## src/rtl/mbist_log_pkg.sv

```systemverilog
package mbist_log_pkg;
  localparam int NPORT  = 2;
  localparam int RSEL_W = 3;
  localparam int DATA_W = 32;

  typedef enum logic [RSEL_W-1:0] {
    SEL_STAT = 3'd0,
    SEL_CNT0 = 3'd1,
    SEL_CNT1 = 3'd2,
    SEL_ADR0 = 3'd3,
    SEL_ADR1 = 3'd4,
    SEL_CODE = 3'd5
  } rec_sel_e;
endpackage

```

## src/rtl/mbist_port_rec.sv

```systemverilog
module mbist_port_rec #(
  parameter int ADDR_W = 10,
  parameter int CNT_W  = 8
) (
  input  logic              clk,
  input  logic              rst,
  input  logic              clr,
  input  logic              hit_i,
  input  logic [ADDR_W-1:0] addr_i,
  output logic              flag_o,
  output logic [CNT_W-1:0]  cnt_o,
  output logic [ADDR_W-1:0] faddr_o
);
  localparam logic [CNT_W-1:0] CNT_MAX = {CNT_W{1'b1}};

  always_ff @(posedge clk) begin
    if (rst || clr) begin
      flag_o  <= 1'b0;
      cnt_o   <= '0;
      faddr_o <= '0;
    end else if (hit_i) begin
      flag_o <= 1'b1;
      if (!flag_o) faddr_o <= addr_i;
      if (cnt_o != CNT_MAX) cnt_o <= cnt_o + 1'b1;
    end
  end
endmodule

```

## src/rtl/mbist_code_cap.sv

```systemverilog
module mbist_code_cap #(
  parameter int GRP_W  = 5,
  parameter int DSEL_W = 2,
  parameter int NPORT  = 2
) (
  input  logic              clk,
  input  logic              rst,
  input  logic              clr,
  input  logic [NPORT-1:0]  hit_i,
  input  logic [GRP_W-1:0]  grp_i,
  input  logic [DSEL_W-1:0] dsel_i,
  output logic              cap_o,
  output logic [GRP_W-1:0]  grp_o,
  output logic [DSEL_W-1:0] dsel_o
);
  always_ff @(posedge clk) begin
    if (rst || clr) begin
      cap_o  <= 1'b0;
      grp_o  <= '0;
      dsel_o <= '0;
    end else if ((|hit_i) && !cap_o) begin
      cap_o  <= 1'b1;
      grp_o  <= grp_i;
      dsel_o <= dsel_i;
    end
  end
endmodule

```

## src/rtl/mbist_rd_mux.sv

```systemverilog
module mbist_rd_mux
  import mbist_log_pkg::*;
#(
  parameter int ADDR_W = 10,
  parameter int CNT_W  = 8,
  parameter int GRP_W  = 5,
  parameter int DSEL_W = 2
) (
  input  logic                         clk,
  input  logic                         rst,
  input  logic [RSEL_W-1:0]            sel_i,
  input  logic [NPORT-1:0]             flag_i,
  input  logic [NPORT-1:0][CNT_W-1:0]  cnt_i,
  input  logic [NPORT-1:0][ADDR_W-1:0] faddr_i,
  input  logic                         cap_i,
  input  logic [GRP_W-1:0]             grp_i,
  input  logic [DSEL_W-1:0]            dsel_i,
  output logic [DATA_W-1:0]            data_o
);
  logic [DATA_W-1:0] word;

  always_comb begin
    word = '0;
    case (rec_sel_e'(sel_i))
      SEL_STAT: word = DATA_W'({cap_i, flag_i});
      SEL_CNT0: word = DATA_W'(cnt_i[0]);
      SEL_CNT1: word = DATA_W'(cnt_i[1]);
      SEL_ADR0: word = DATA_W'(faddr_i[0]);
      SEL_ADR1: word = DATA_W'(faddr_i[1]);
      SEL_CODE: word = DATA_W'({dsel_i, grp_i});
      default:  word = '0;
    endcase
  end

  always_ff @(posedge clk) begin
    if (rst) data_o <= '0;
    else     data_o <= word;
  end
endmodule

```

## src/rtl/mbist_fail_logger.sv

```systemverilog
module mbist_fail_logger
  import mbist_log_pkg::*;
#(
  parameter int ADDR_W = 10,
  parameter int CNT_W  = 8,
  parameter int GRP_W  = 5,
  parameter int DSEL_W = 2
) (
  input  logic              clk,
  input  logic              rst,
  input  logic              clr,
  input  logic [1:0]        cmp_vld_i,
  input  logic [1:0]        miscmp_i,
  input  logic [ADDR_W-1:0] p0_addr_i,
  input  logic [ADDR_W-1:0] p1_addr_i,
  input  logic [GRP_W-1:0]  grp_i,
  input  logic [DSEL_W-1:0] dsel_i,
  input  logic [2:0]        rd_addr_i,
  output logic [31:0]       rd_data_o
);
  logic [NPORT-1:0]             hit_w;
  logic [NPORT-1:0][ADDR_W-1:0] addr_w;
  logic [NPORT-1:0]             flag_w;
  logic [NPORT-1:0][CNT_W-1:0]  cnt_w;
  logic [NPORT-1:0][ADDR_W-1:0] faddr_w;
  logic                         cap_w;
  logic [GRP_W-1:0]             grp_w;
  logic [DSEL_W-1:0]            dsel_w;

  assign hit_w     = cmp_vld_i & miscmp_i;
  assign addr_w[0] = p0_addr_i;
  assign addr_w[1] = p1_addr_i;

  for (genvar p = 0; p < NPORT; p++) begin : g_port
    mbist_port_rec #(.ADDR_W(ADDR_W), .CNT_W(CNT_W)) rec_i (
      .clk(clk), .rst(rst), .clr(clr),
      .hit_i(hit_w[p]), .addr_i(addr_w[p]),
      .flag_o(flag_w[p]), .cnt_o(cnt_w[p]), .faddr_o(faddr_w[p])
    );
  end

  mbist_code_cap #(.GRP_W(GRP_W), .DSEL_W(DSEL_W), .NPORT(NPORT)) code_i (
    .clk(clk), .rst(rst), .clr(clr), .hit_i(hit_w),
    .grp_i(grp_i), .dsel_i(dsel_i),
    .cap_o(cap_w), .grp_o(grp_w), .dsel_o(dsel_w)
  );

  mbist_rd_mux #(.ADDR_W(ADDR_W), .CNT_W(CNT_W), .GRP_W(GRP_W), .DSEL_W(DSEL_W)) rd_i (
    .clk(clk), .rst(rst), .sel_i(rd_addr_i),
    .flag_i(flag_w), .cnt_i(cnt_w), .faddr_i(faddr_w),
    .cap_i(cap_w), .grp_i(grp_w), .dsel_i(dsel_w),
    .data_o(rd_data_o)
  );
endmodule

```

## config.mk

```make
export PLATFORM = sky130hd
export DESIGN_NAME = mbist_fail_logger
export DESIGN_NICKNAME = d
export VERILOG_FILES = /design/src/rtl/mbist_log_pkg.sv /design/src/rtl/mbist_port_rec.sv /design/src/rtl/mbist_code_cap.sv /design/src/rtl/mbist_rd_mux.sv /design/src/rtl/mbist_fail_logger.sv
export SDC_FILE = /design/constraint.sdc
export NUM_CORES = 1
export LEC_CHECK = 0
export ABC_AREA = 1
export BUFFER_PORTS_ARGS = -buffer_cell sky130_fd_sc_hd__buf_4
export CORE_MARGIN = 3
export CORE_UTILIZATION = 53
export CTS_BUF_LIST = sky130_fd_sc_hd__clkbuf_16
export DETAILED_ROUTE_END_ITERATION = 10
export HOLD_SLACK_MARGIN = 0.05
export PLACE_DENSITY_LB_ADDON = 0.05
export SLEW_MARGIN = 30
export SYNTH_ARGS = -nofsm -noshare
export SYNTH_HDL_FRONTEND = slang
export SYNTH_SLANG_ARGS = --single-unit
```

## constraint.sdc

```tcl
create_clock -name clk -period 1.55 [get_ports clk]
set_input_delay 0 -clock clk [delete_from_list [all_inputs] [get_ports clk]]
set_output_delay 0 -clock clk [all_outputs]
set_load 0.03 [all_outputs]
```

==> results of run 1 <==
==> stage by stage <==
step | instances | hold slack [ns]
2_1_floorplan | 419 | 0.135
3_3_place_gp | 498 | 0.223
3_5_place_dp | 498 | 0.227
4_1_cts | 534 | 0.0947
5_1_grt | 534 | 0.107
6_report | 534 | 0.103
==> worst register-to-register path: stages (launching register included) <==
cell and delay [ns]:
dfxtp_1 0.41, ha_1 0.19, inv_1 0.06, nor2_2 0.13, nand3_2 0.21, a21oi_1 0.22, nor2_1 0.06
==> area by class of cell <==
cell class | count | share of cell area [%]
clock buffer | 5 | 3.59
clock inverter | 3 | 0.430
inverter | 26 | 2.87
multi-input combinational | 299 | 39.8
sequential | 56 | 32.1
tap | 67 | 2.40
timing repair buffer | 78 | 18.8
==> where the power goes <==
| group | switching, mW | internal (mW) | leakage [nW] |
|---|---|---|---|
| logic | 0.249 | 0.160 | 1.03 |
| clock network | 0.506 | 0.589 | 0.0687 |
| registers | 0.0217 | 1.48 | 0.454 |
| total | 0.777 | 2.22 | 1.55 |
==> state kept, by name, indices dropped and copies added (netlist names) <==
name / cells
g_port.rec_i.faddr_o: 20
g_port.rec_i.cnt_o: 16
rd_i.data_o: 10
code_i.grp_o: 5
code_i.dsel_o: 2
g_port.rec_i.flag_o: 2
code_i.cap_o: 1
==> cell usage after synthesis, drive strengths merged <==
master / n
ha: 2
nand3b: 2
conb: 1
o21ai: 35
buf: 37
nand4: 22
clkbuf: 1
dfxtp: 56
nand3: 33
nand2: 56
inv: 24
a21oi: 19
clkinv: 2
nor2: 105
nor3: 3
==> final timing paths <==
path / endpoint / cells past startpoint / from
max: g_port[1].rec_i.cnt_o[5] / 6 / g_port[1].rec_i.cnt_o[0]
min: rd_i.data_o[8] / 3 / rd_addr_i[2]
max reg2reg: g_port[1].rec_i.cnt_o[5] / 6 / g_port[1].rec_i.cnt_o[0]
min reg2reg: rd_i.data_o[8] / 2 / g_port[1].rec_i.faddr_o[8]
==> cell families after synthesis <==
kind of cell,Yosys count,share of synthesized area [%]
buffers and inverters,64,13.7
flip-flops,56,39.8
adder cells (fa/ha/maj),2,0.889
AO/OA/AOI/OAI,54,10.0
AND/OR/NAND/NOR,221,35.5
other,1,0.133
==> layer usage <==
layer	vias up	track usage (%)	routed length, µm
met5	-	0	0
met4	0	6.53	100
met3	10	4.99	406
met2	78	40.5	3490
met1	1275	30.6	3040
li1	1388	-	-
==> timing repair <==
action | 4_1_cts | 5_1_grt
hold buffers | 28 | 0
endpoints found under the hold margin | 37 | 0
setup buffers | 0 | 0
==> flow_summary.yaml, run 1 <==
power:
  p_leak_nw: 1.55
  total_power_mw: 3.00
  peakVddDrop_mv: 0.685
  power.density_nw_per_um2: 860
logic_synthesis:
  yosysUniqueCellTypes: 25
  yosysWarningCount: 0
  syn_area_um2: 2820
  synth.top_cell.area_share_pct: 39.8
  yosysSeqAreaShare_pct: 39.8
  syn_inst: 398
  synth_area_per_cell_um2: 7.07
  synth_top_cell_by_area: "dfxtp_1"
  synth-seq-cells: 56
  synth_area_leaders: "dfxtp_1 (40%), nor2_1 (13%), buf_4 (6.9%)"
hold_path:
  worstHoldPathType: "in -> reg"
setup_path:
  r2r_slack_ns: 0.16
  cp.required_ns: 1.74
  cp.arrival_ns: 1.58
  cpLargestDelayFamily: "flip-flops"
  cpMaxStageDelayCell: "dfxtp_1"
  start_kind: "register"
  max_stage_delay_ns: 0.41
  critical_path_class: "reg -> reg"
  crit_chain: "ha_1 > inv_1 > nor2_2 > nand3_2 > a21oi_1 > nor2_1"
  path_max_fanout: 11
  cp_num_buf_inv: 1
  endpoint_kind: "register"
global_route:
  grt_first_pass_wirelength_mm: 11.8
  antenna_found_initial: 0
  overflow: 0
  grt_pass1_vias: 2528
  grt_max_degree: 47
  track_usage_pct: 23.8
final_layout:
  area_growth_pct: 23.9
  seq_area_um2: 1120
  final_area_um2: 3490
  drive_gt1_share_pct: 15.4
  antenna_cells: 0
  mostFrequentLayoutCell: "nor2_1"
  layout_common_cells: "nor2_1 (99), dfxtp_1 (56), nand2_1 (52), buf_4 (50), o21ai_0 (35)"
  multiInputGateArea_um2: 1390
  final_core_util_pct: 71.0
  fillers: 416
  nNetsFinal: 505
timing:
  setup_slack_ns: 0.161
  finalHoldViolations: 0
  maxSlewHeadroom_pct: 66.1
  finalCritPeriodShare_pct: 89.6
  skew_ns: 0.00558
  slew_viol_final: 0
  rsz0062_at_grt: "false"
  tightest_slew_ns: 0.508
  layout_min_cycle_time_ns: 1.39
  setup_viol: 0
  max_clock_freq_ghz: 0.720
  fin_setup_tns_ns: 0
detailed_routing:
  via_count: 2751
  vias_per_cell: 5.15
  wirelength_mm: 7.04
  detail_route.drc_violations: 0
  wl_per_cell_um: 13.2
  drtIter0Drc: 140
  firstDrtPassIters: 5
  detail-route-antenna-nets: 0
place:
  gp_congestion: 0.852
  pre_cts_slack_ns: 0.200
  placed_area_um2: 3070
  portBuffers: 46
  dpl.hpwl_mm: 4.69
clocking:
  clockRootBuffer: "clkbuf_16"
  clockBufferDepth: 2
  numCtsBuffers: 5
  htree_levels: 2
  clkTransAtPathRegs_ns: 0.07
  cts_resized: 0
  clk_latency_ns: 0.29
  cts_tree: "yes"
  cts_sinks: 56
floorplanning:
  start_util_pct: 57.3
  core_area_um2: 4910
  die_h_um: 78.9
  io-pin-count: 69
  die_x_um: 78.9
  dieArea_um2: 6220
  rows: 25
run_status:
  outcome: "complete, no violations"
flow_run:
  maxCapViolations: 0
Power figures use the tool's default switching activity.
==> run 2, diff against run 1 <==
- ABC_AREA: 1 -> default
- CORE_UTILIZATION: 53 -> 52
==> flow_summary.yaml, run 2 <==
run_status:
  outcome: "complete, no violations"
floorplanning:
  die_h_um: 76.6
  rows: 25
  io-pin-count: 69
  dieArea_um2: 5860
  start_util_pct: 54.4
  core_area_um2: 4750
  die_x_um: 76.6
logic_synthesis:
  synth-seq-cells: 56
  synth_most_common_cell: "dfxtp_1"
  synthArstFlopShare_pct: 0
  yosysWarningCount: 0
  yosysSeqAreaShare_pct: 43.3
  synth-main-ff-cell: "dfxtp_1"
  synth.top_cell.area_share_pct: 43.3
  synth_area_leaders: "dfxtp_1 (43%), nand2_1 (7.4%), buf_4 (7.0%)"
  yosysUniqueCellTypes: 44
  synth_commonest_cells: "dfxtp_1 (56), nand2_1 (51), a21oi_1 (32), nor2_1 (32), buf_4 (24)"
  syn_area_um2: 2590
  synth_area_per_cell_um2: 8.43
  synth_edf_count: 0
  syn_inst: 307
  synth_top_cell_by_area: "dfxtp_1"
detailed_routing:
  vias_per_cell: 5.21
  wirelength_mm: 6.24
  wl_per_cell_um: 13.9
  detail-route-antenna-nets: 0
  via_count: 2343
  drtIter0Drc: 126
  detail_route.drc_violations: 0
  firstDrtPassIters: 4
global_route:
  overflow: 0
  grt_max_degree: 41
  track_usage_pct: 21.8
  antenna_found_initial: 0
  grt_first_pass_wirelength_mm: 10.4
  grt_pass1_vias: 2165
final_layout:
  fillers: 384
  largestRegisters: "g_port.rec_i.faddr_o x20, g_port.rec_i.cnt_o x16, rd_i.data_o x10"
  final_area_um2: 3400
  nNetsFinal: 421
  antenna_cells: 0
  mostFrequentLayoutCell: "dfxtp_1"
  largest_reg_flops: 20
  drive_gt1_share_pct: 17.8
  area_growth_pct: 31.3
  regMostFlops: "g_port.rec_i.faddr_o"
  layout_common_cells: "dfxtp_1 (56), nand2_1 (51), buf_4 (48), nor2_1 (32), a21oi_1 (32)"
place:
  dpl.hpwl_mm: 4.35
  gp_congestion: 0.862
  placed_area_um2: 2910
  portBuffers: 46
power:
  total_power_mw: 3.11
  power.density_nw_per_um2: 916
  p_leak_nw: 1.34
  peakVddDrop_mv: 0.585
clocking:
  clk_latency_ns: 0.29
  htree_levels: 2
  numCtsBuffers: 5
  clockRootBuffer: "clkbuf_16"
  clockBufferDepth: 2
  post-cts-setup-buffers: 0
  clkTransAtPathRegs_ns: 0.06
  cts_tree: "yes"
  cts_sinks: 56
timing:
  layout_min_cycle_time_ns: 1.45
  setup_viol: 0
  maxSlewHeadroom_pct: 62.9
  finalCritPeriodShare_pct: 93.4
  fin_setup_tns_ns: 0
  rsz0062_at_grt: "false"
  max_clock_freq_ghz: 0.691
  skew_ns: 0.00285
  finalHoldViolations: 0
  hold_slack_ns: 0.0835
  tightest_slew_ns: 0.554
  slew_viol_final: 0
setup_path:
  cp.required_ns: 1.73
  worstReg2RegEnd: "g_port[0].rec_i.cnt_o[0]"
  cp.arrival_ns: 1.63
  crit_path_start: "g_port[0].rec_i.cnt_o[0]"
  path_max_fanout: 4
  r2r_cells: 5
  r2r-start: "g_port[0].rec_i.cnt_o[0]"
  start_kind: "register"
  crit_end: "g_port[0].rec_i.cnt_o[0]"
  r2r_slack_ns: 0.10
  endpoint_kind: "register"
  critical_path_class: "reg -> reg"
flow_run:
  maxCapViolations: 0
hold_path:
  worstHoldPathType: "in -> reg"
run 2: timing repair:
item                                    CTS  global route
endpoints found under the hold margin    31             0
resized for setup                         0             2
endpoints found under the setup margin    0             4
hold buffers                             31             0
run 2: cell type report:
type	instances	area, µm²	share of cell area [%]
clock buffer	5	125	3.68
clock inverter	3	38.8	1.14
inverter	5	18.8	0.552
multi-input combinational	234	1320	38.8
sequential	56	1120	33.0
tap	67	83.8	2.47
timing repair buffer	80	691	20.3
run 2: worst min-delay path by stage:
stage	to	slack (ns)	cells past startpoint	from
floorplan	rd_i.data_o[2]	0.08	1	rst
global placement	code_i.grp_o[0]	0.24	3	grp_i[0]
detailed placement	rd_i.data_o[2]	0.24	2	rst
CTS	g_port[0].rec_i.cnt_o[2]	0.07	3	cmp_vld_i[0]
global route	g_port[0].rec_i.cnt_o[2]	0.11	3	cmp_vld_i[0]
finish	g_port[0].rec_i.cnt_o[2]	0.08	3	cmp_vld_i[0]
run 2: report_power, final:
part / total, mW / switching [mW] / internal, mW
logic: 0.403 / 0.227 / 0.175
registers: 1.48 / 0.0169 / 1.46
clock network: 1.23 / 0.476 / 0.753
total: 3.11 / 0.720 / 2.39
run 2: logic make-up (layout without fill, tap and decap cells):
| family | count (synthesis) | count (layout) | share of synthesized area, % |
|---|---|---|---|
| other | 1 | 22 | 0.145 |
| muxes | 18 | 18 | 7.54 |
| buffers and inverters | 38 | 93 | 9.28 |
| AOI/OAI and AO/OA | 72 | 72 | 17.7 |
| DFF | 56 | 56 | 43.3 |
| xor gates and xnor gates | 2 | 2 | 0.677 |
| and+or+nand+nor | 118 | 118 | 20.4 |
| adders and majority gates | 2 | 2 | 0.966 |
run 2: layer usage:
layer	GRT usage (%)	wire [µm]	vias up
li1	-	-	1180
met1	29.4	2820	1078
met2	35.0	2990	79
met3	4.61	362	6
met4	6.52	65	0
met5	0	0	-
run 2: worst max-delay path, stage by stage, from the launching register on:
cell	delay [ns]
dfxtp_1	0.39
ha_1	0.21
nand2_1	0.14
o311ai_4	0.35
xor2_1	0.19
nor2_1	0.05
run 2: metrics by stage:
| stage | cells | worst slack, ns | util (%) |
|---|---|---|---|
| detailed placement | 411 | 0.0964 | 61.2 |
| floorplan | 328 | 0.252 | - |
| CTS | 450 | 0.0792 | 71.2 |
| global placement | 411 | 0.164 | 61.2 |
| global route | 450 | 0.0000240 | 71.5 |
| finish | 450 | 0.102 | 71.5 |
==> run 3, diff against run 2 <==
- CORE_UTILIZATION: 52 -> 53
- SYNTH_HIERARCHICAL: default -> 1
==> flow_summary.yaml, run 3 <==
run_status:
  outcome: "complete, no violations"
logic_synthesis:
  synth_edf_count: 0
  synth.top_cell.area_share_pct: 39.1
  synth_most_common_cell: "dfxtp_1"
  yosysSeqAreaShare_pct: 39.1
  synthArstFlopShare_pct: 0
  yosysWarningCount: 6
  synth_commonest_cells: "dfxtp_1 (56), nand2_1 (52), a21oi_1 (41), buf_4 (26), nor3b_1 (14)"
  synth_top_cell_by_area: "dfxtp_1"
  synth-main-ff-cell: "dfxtp_1"
  synth-seq-cells: 56
  yosysUniqueCellTypes: 44
  syn_inst: 327
  syn_area_um2: 2870
  synth_area_per_cell_um2: 8.77
  synth_area_leaders: "dfxtp_1 (39%), a21oi_1 (7.2%), buf_4 (6.8%)"
timing:
  max_clock_freq_ghz: 0.693
  slew_viol_final: 0
  fin_setup_tns_ns: 0
  rsz0062_at_grt: "false"
  hold_slack_ns: 0.0668
  maxSlewHeadroom_pct: 58.8
  tightest_slew_ns: 0.617
  skew_ns: 0.00265
  setup_viol: 0
  finalHoldViolations: 0
  finalCritPeriodShare_pct: 93.1
  layout_min_cycle_time_ns: 1.44
place:
  dpl.hpwl_mm: 4.58
  placedCellCount: 427
  gp_congestion: 0.866
  portBuffers: 46
setup_path:
  crit_chain: "ha_1 > and4_1 > nor4b_1 > nor3_1"
  endpoint_kind: "register"
  start_kind: "register"
  critical_path_class: "reg -> reg"
  max_stage_delay_ns: 0.35
  r2r_cells: 4
  path_max_fanout: 6
  cpLargestDelayFamily: "simple AND/OR/NAND/NOR gates"
  cp_num_buf_inv: 0
  cp.required_ns: 1.71
  cpMaxStageDelayCell: "dfxtp_1"
  cp.arrival_ns: 1.61
  cp_num_cells: 4
detailed_routing:
  firstDrtPassIters: 4
  detail_route.drc_violations: 0
  wirelength_mm: 6.36
  via_count: 2392
  drtIter0Drc: 112
  wl_per_cell_um: 14.0
  detail-route-antenna-nets: 0
  vias_per_cell: 5.28
clocking:
  clk_latency_ns: 0.29
  clockBufferDepth: 2
  cts_resized: 0
  numCtsBuffers: 5
  ctsHoldBuffers: 21
  htree_levels: 2
  clkTransAtPathRegs_ns: 0.06
  clockRootBuffer: "clkbuf_16"
  cts_sinks: 56
  post-cts-setup-buffers: 0
  cts_tree: "yes"
power:
  peakVddDrop_mv: 0.562
  power.density_nw_per_um2: 849
  p_leak_nw: 1.33
  total_power_mw: 2.92
final_layout:
  layoutNonFillerInstCount: 453
  largestRegisters: "g_port.rec_i/faddr_o x20, g_port.rec_i/cnt_o x16, rd_i/data_o x10"
  nNetsFinal: 424
  drive_gt1_share_pct: 20.4
  largest_reg_flops: 20
  area_growth_pct: 19.8
  antenna_cells: 0
  mostFrequentLayoutCell: "dfxtp_1"
  layout_common_cells: "dfxtp_1 (56), nand2_1 (52), buf_4 (52), a21oi_1 (41), conb_1 (22)"
  regMostFlops: "g_port.rec_i/faddr_o"
floorplanning:
  die_x_um: 79.6
  die_h_um: 79.6
  core_area_um2: 5170
  start_util_pct: 55.5
  dieArea_um2: 6330
  io-pin-count: 69
  rows: 26
global_route:
  grt_first_pass_wirelength_mm: 10.3
  antenna_found_initial: 0
  overflow: 0
  grt_pass1_vias: 2148
  track_usage_pct: 20.6
  grt_max_degree: 24
flow_run:
  maxCapViolations: 0
hold_path:
  worstHoldPathType: "in -> reg"
  whs_path_depth: 2
[run 3: cell types whose count changed after synthesis, sizes merged, moves of 4 or more]
| cell | previous run | this run |
|---|---|---|
| nor3 | 8 | 12 |
| o21ai | 9 | 3 |
| mux2i | 15 | 9 |
| nor3b | 0 | 14 |
| nor4b | 0 | 4 |
| inv | 5 | 0 |
| mux2 | 2 | 11 |
| nor2 | 35 | 13 |
| buf | 31 | 40 |
| a21oi | 33 | 41 |
[run 3: through the flow]
| stage | util, % | area, µm² | setup slack [ns] |
|---|---|---|---|
| 3_3_place_gp | 60.0 | 3100 | 0.210 |
| 3_5_place_dp | 60.0 | 3100 | 0.173 |
| 2_1_floorplan | - | 2950 | 0.278 |
| 6_report | 66.4 | 3440 | 0.106 |
| 5_1_grt | 66.4 | 3440 | 0.0335 |
| 4_1_cts | 66.4 | 3440 | 0.158 |
[run 3: path summary, 6_finish.rpt]
path | startpoint | to | slack [ns]
worst min register to register | g_port[0].rec_i/faddr_o[6] | g_port[0].rec_i/faddr_o[6] | 0.46
worst min-delay path | clr | code_i/cap_o | 0.07
worst max register to register | g_port[1].rec_i/cnt_o[0] | g_port[1].rec_i/cnt_o[5] | 0.11
worst max-delay path | g_port[1].rec_i/cnt_o[0] | g_port[1].rec_i/cnt_o[5] | 0.11
[run 3: layer usage]
| layer | GRT usage (%) | share of wire (%) |
|---|---|---|
| met5 | 0 | 0 |
| met4 | 5.67 | 1.1 |
| met3 | 4.29 | 5.7 |
| met2 | 31.8 | 44 |
| met1 | 29.1 | 49 |
[run 3: cell families (layout without fill, tap and decap cells)]
| kind of cell | count (synthesis) | after routing | synth area share, % |
|---|---|---|---|
| AO/OA/AOI/OAI | 76 | 76 | 16.4 |
| other | 1 | 22 | 0.131 |
| buffers and inverters | 43 | 78 | 11.3 |
| flip-flops | 56 | 56 | 39.1 |
| multiplexers | 20 | 20 | 8.37 |
| AND/OR/NAND/NOR | 129 | 129 | 23.8 |
| adder cells (fa/ha/maj) | 2 | 2 | 0.872 |
[run 3: report_power, final]
part | leakage (nW) | internal, mW | switching [mW]
registers | 0.453 | 1.47 | 0.0162
clock network | 0.0616 | 0.572 | 0.457
logic | 0.817 | 0.178 | 0.230
total | 1.33 | 2.22 | 0.704
[run 3: cell type report]
class,count,area [µm²]
Fill cell,443,1740
Multi-Input combinational cell,249,1500
Sequential cell,56,1120
Timing Repair Buffer,73,601
Clock buffer,5,125
Tap cell,70,87.6
